<file path="src/rtl/nchance_clock_victim.sv">
module nchance_clock_victim #(
  parameter int NFRAMES = 16,
  parameter int CLEAN_N = 1
) (
  input  logic                       clk,
  input  logic                       rst_n,
  input  logic                       ref_valid,
  input  logic [$clog2(NFRAMES)-1:0] ref_frame,
  input  logic                       wr_valid,
  input  logic [$clog2(NFRAMES)-1:0] wr_frame,
  input  logic                       fault_req,
  output logic                       sweeping,
  output logic                       victim_valid,
  output logic [$clog2(NFRAMES)-1:0] victim_frame,
  output logic                       wb_req,
  output logic [$clog2(NFRAMES)-1:0] wb_frame,
  input  logic                       wb_done
);
  localparam int IW      = $clog2(NFRAMES);
  localparam int DIRTY_N = CLEAN_N + 1;
  localparam int CW      = $clog2(DIRTY_N + 1);
  localparam logic [IW-1:0] LAST = IW'(NFRAMES - 1);
  localparam logic [CW-1:0] CMAX = CW'(DIRTY_N);
  localparam logic [CW-1:0] CTHR = CW'(CLEAN_N);

  logic [NFRAMES-1:0] use_q, dirty_q;
  logic [CW-1:0]      cnt_q [NFRAMES];
  logic [IW-1:0]      hand;

  logic          cur_use, cur_dirty, pend_here, at_thr, act;
  logic          need_wb, stall, issue, pick;
  logic [CW-1:0] cur_cnt, cnt_inc;

  assign cur_use   = use_q[hand];
  assign cur_dirty = dirty_q[hand];
  assign cur_cnt   = cnt_q[hand];
  assign cnt_inc   = (cur_cnt == CMAX) ? CMAX : cur_cnt + 1'b1;
  assign at_thr    = cnt_inc >= CTHR;
  assign pend_here = wb_req && (wb_frame == hand);
  assign act       = sweeping || fault_req;

  assign need_wb = !cur_use && cur_dirty && at_thr && !pend_here;
  assign stall   = act && need_wb && wb_req;
  assign issue   = act && need_wb && !wb_req;
  assign pick    = act && !cur_use && !cur_dirty && at_thr;

  always_ff @(posedge clk) begin
    if (!rst_n) begin
      use_q        <= '0;
      dirty_q      <= '0;
      for (int i = 0; i < NFRAMES; i++) cnt_q[i] <= '0;
      hand         <= '0;
      sweeping     <= 1'b0;
      victim_valid <= 1'b0;
      victim_frame <= '0;
      wb_req       <= 1'b0;
      wb_frame     <= '0;
    end else begin
      victim_valid <= pick;
      if (pick) victim_frame <= hand;

      if (act && !stall) begin
        hand     <= (hand == LAST) ? '0 : hand + 1'b1;
        sweeping <= !pick;
        if (cur_use) begin
          use_q[hand] <= 1'b0;
          cnt_q[hand] <= '0;
        end else if (pick) begin
          use_q[hand]   <= 1'b1;
          dirty_q[hand] <= 1'b0;
          cnt_q[hand]   <= '0;
        end else begin
          cnt_q[hand] <= cnt_inc;
        end
      end

      if (wb_req && wb_done) begin
        wb_req            <= 1'b0;
        dirty_q[wb_frame] <= 1'b0;
      end else if (issue) begin
        wb_req   <= 1'b1;
        wb_frame <= hand;
      end

      if (ref_valid) use_q[ref_frame] <= 1'b1;
      if (wr_valid) begin
        use_q[wr_frame]   <= 1'b1;
        dirty_q[wr_frame] <= 1'b1;
      end
    end
  end

  AST_WB_HELD: assert property (@(posedge clk) disable iff (!rst_n)
    wb_req && !wb_done |=> wb_req && $stable(wb_frame));

  AST_WB_RELEASE: assert property (@(posedge clk) disable iff (!rst_n)
    wb_req && wb_done |=> !wb_req);

  AST_STALL_HOLD: assert property (@(posedge clk) disable iff (!rst_n)
    stall |=> $stable(hand) && !victim_valid);

  AST_NO_PENDING_VICTIM: assert property (@(posedge clk) disable iff (!rst_n)
    victim_valid |-> !(wb_req && wb_frame == victim_frame));

  AST_HAND_WRAP: assert property (@(posedge clk) disable iff (!rst_n)
    $past(act) && !$past(stall) && $past(hand) == LAST |-> hand == '0);

  always @(posedge clk) begin
    if (rst_n) begin
      for (int i = 0; i < NFRAMES; i++)
        AST_CNT_SAT: assert (cnt_q[i] <= CMAX);
    end
  end
endmodule

</file>
<file path="config.mk">
export PLATFORM = sky130hd
export DESIGN_NAME = nchance_clock_victim
export DESIGN_NICKNAME = d
export VERILOG_FILES = /design/src/rtl/nchance_clock_victim.sv
export SDC_FILE = /design/constraint.sdc
export NUM_CORES = 1
export LEC_CHECK = 0
export BUFFER_PORTS_ARGS = -buffer_cell sky130_fd_sc_hd__buf_2
export CORE_MARGIN = 1
export CORE_UTILIZATION = 40
export CTS_CLUSTER_SIZE = 14
export DETAILED_ROUTE_END_ITERATION = 7
export PLACE_DENSITY = 0.65
export SKIP_LAST_GASP = 1
export SLEW_MARGIN = 25
export SYNTH_ARGS = -nofsm -noshare
export SYNTH_HDL_FRONTEND = slang
export SYNTH_SLANG_ARGS = --single-unit
export TNS_END_PERCENT = 10
</file>
<file path="constraint.sdc">
create_clock -name clk -period 4.29 [get_ports clk]
set_input_delay 0.858 -clock clk [delete_from_list [all_inputs] [get_ports clk]]
set_output_delay 0.858 -clock clk [all_outputs]
set_load 0.02 [all_outputs]
</file>
==> reports/results.txt <==
core area -> 10500 um2
ANT nets after route -> 0
worst-skew pair later-pin latency -> 0.37 ns
synthesized cell area -> 4410 um2
die area -> 11400 um2
DRT iter0 DRCs -> 310
drt drc -> 0
Hold/Removal Path Class -> reg2reg
Hold Crit Depth -> 2
Cell Rows -> 37
vias in the first global route -> 3577
sequential area share after synthesis -> 45.0%
final net count -> 481
largest net degree at the start of global routing -> 34
crit path DAT -> 3.59 ns
Power Dens Cells -> 404 nW/um2
CTS tree -> built
fill count -> 980
Post-Route WL -> 12200 um
Final Instance Count excl. Fillers -> 602
CP Class -> reg2reg
Worst R2R Path Depth -> 7
hold_buf cts -> 0
Max-Cap Viols -> 0
first-pass GRT wire length -> 19300 um
synth top area cells -> dfxtp_1, edfxtp_1, mux4_2
Worst Clk Skew -> 0.0142 ns
Setup-failing EPs final -> 0
Area Overhead vs Synth -> 8.77%
Post-Place Setup Slack -> 0.972 ns
Final WS setup -> 0.969 ns
antenna cells -> 0
Max VDD drop -> 0.000171 V
Slew Viols, Final -> 0
Yosys warning count -> 0
Starting Density -> 41.9%
Register Area -> 1980 um2
Synth cell types -> 51
Final min period -> 3.32 ns
Mean Syn Cell Area -> 9.69 um2
final non-filler cell area -> 4790 um2
Final Util -> 45.6%
initial antenna violation count -> 0
CP Max Fanout -> 22
Root Buffer -> clkbuf_8
Achievable Freq -> 301 MHz
CP Launch Type -> register
Final Hold Vio Count -> 0
Mapped Cells -> 455
drt wl/cell -> 20.3 um
setup bufs post-CTS -> 0
Slew HR -> 48.0%
Cell Area, Placed -> 4580 um2
total global routing overflow -> 0
All-Layer GR Usage -> 22.6%
final worst path period share -> 77.4%
vias per inst -> 6.09
post-CTS sizing -> 0
#FFs+latches synth -> 83
hpwl dp -> 8910 um
Reg clk slew, reported paths -> 0.09 ns
placed cell count -> 586
clock sink total -> 83
htree depth -> 3
clock tree buffer depth -> 2
vias -> 3667
layout cells sized above 1 -> 15.7%
CP required -> 4.56 ns
Mapped Nets -> 475
Die W -> 107 um
Pleak -> 1.67 nW
drt first pass iters -> 6
area of the multi-input gates -> 2240 um2
nature of the critical path endpoint -> register
area leader, netlist -> dfxtp_1
die outline height -> 107 um
status -> finished, final reports clean
RSZ-0062 raised after global routing -> no
TritonCTS Buffers -> 9
share of Yosys cell area claimed by the top area cell type -> 23.2%
Port Buffer Count -> 24
Total Neg Setup Slack -> 0 ns
global placement routability congestion -> 0.870
Worst-Margin Slew -> 0.780 ns
top-level I/O count -> 25
[metrics by stage]
stage	power, mW	hold WS [ns]
after floorplan	1.22	0.462
after detailed placement	1.33	0.456
final	1.94	0.467
after CTS	1.94	0.469
after global placement	1.32	0.454
after global routing	2.01	0.503
[metal layers]
layer	part of all wire [%]	GRT usage [%]	vias to the layer above
li1	-	-	1708
met1	46	30.1	1810
met2	48	37.2	130
met3	4.7	4.26	19
met4	1.6	6.65	0
met5	0	0	-
[layout by cell type, fill, tap and decap left out, types with 8 or more instances in the layout]
master	synthesis	routed
mux4_2	14	14
nand2_1	46	46
mux2i_1	15	15
buf_2	8	24
a21oi_1	14	14
edfxtp_1	32	32
o21a_1	8	8
o311a_1	13	13
clkbuf_8	0	9
nand2b_1	8	8
dfxtp_1	51	51
o31ai_1	9	9
o21ai_0	40	40
nor2_1	51	51
nor3_1	14	14
nand3_1	14	14
[cell usage after synthesis, drive strengths merged]
master,count
o311a,13
a221oi,7
a21oi,14
and2,2
a31o,4
o21ai,40
a22oi,1
a41o,1
inv,4
nand3b,3
o2111ai,1
and3b,1
and4,1
o211ai,4
dfxtp,51
mux2i,15
clkbuf,21
a31oi,6
or3,7
or3b,1
nor2,51
a32oi,1
o21bai,1
o22ai,5
a21boi,1
buf,14
ha,6
nand4,1
clkinv,1
and3,4
o31ai,9
xor2,4
nand3,14
nand2,46
o21a,8
nand4b,1
nor2b,7
o41ai,5
nor3,15
mux4,14
nand2b,8
a211oi,2
nor3b,1
or2,7
edfxtp,32
[cell type report]
cell class	instances	share of cell area, %
sequential	83	41.3
timing repair buffer	30	3.44
clock buffer	12	3.34
multi-input combinational	332	46.8
tap	136	3.55
clock inverter	4	1.15
inverter	5	0.391
[registers in the layout (all words and copies together), names as in the netlist, named ones only]
register	count
hand	4
use_q	16
victim_valid	1
wb_frame	4
victim_frame	4
sweeping	1
dirty_q	16
cnt_q	32
wb_req	1
[worst paths after layout]
check                           slack, ns            start              end
worst max-delay path                 0.97         register       dirty_q[4]
worst min-delay path                 0.47  victim_frame[3]  victim_frame[3]
worst max register to register       0.97         register       dirty_q[4]
worst min register to register       0.47  victim_frame[3]  victim_frame[3]
[worst max-delay path, cell delays in order (launching register included)]
cell and delay, ns:
dfxtp_1 0.61, mux4_2 0.58, mux4_2 0.49, ha_1 0.27, nor2_1 0.16, and4_1 0.73, a31oi_1 0.19, o21a_1 0.20
[cell families (layout without fill, tap and decap cells)]
| kind of cell | Yosys count | count (layout) | share of synthesized area (%) |
|---|---|---|---|
| AO/OA/AOI/OAI | 123 | 123 | 19.4 |
| XOR/XNOR | 4 | 4 | 0.795 |
| adder cells (fa/ha/maj) | 6 | 6 | 1.70 |
| buffers and inverters | 40 | 51 | 4.14 |
| flip-flops | 83 | 83 | 45.0 |
| multiplexers | 29 | 29 | 10.6 |
| AND/OR/NAND/NOR | 170 | 170 | 18.4 |
[power breakdown]
group	switching [mW]	total (mW)	internal, mW	leakage, nW
Clock	0.301	0.617	0.316	0.108
Combinational	0.264	0.407	0.143	0.820
Sequential	0.0510	0.914	0.863	0.747
Power figures use the tool's default switching activity.
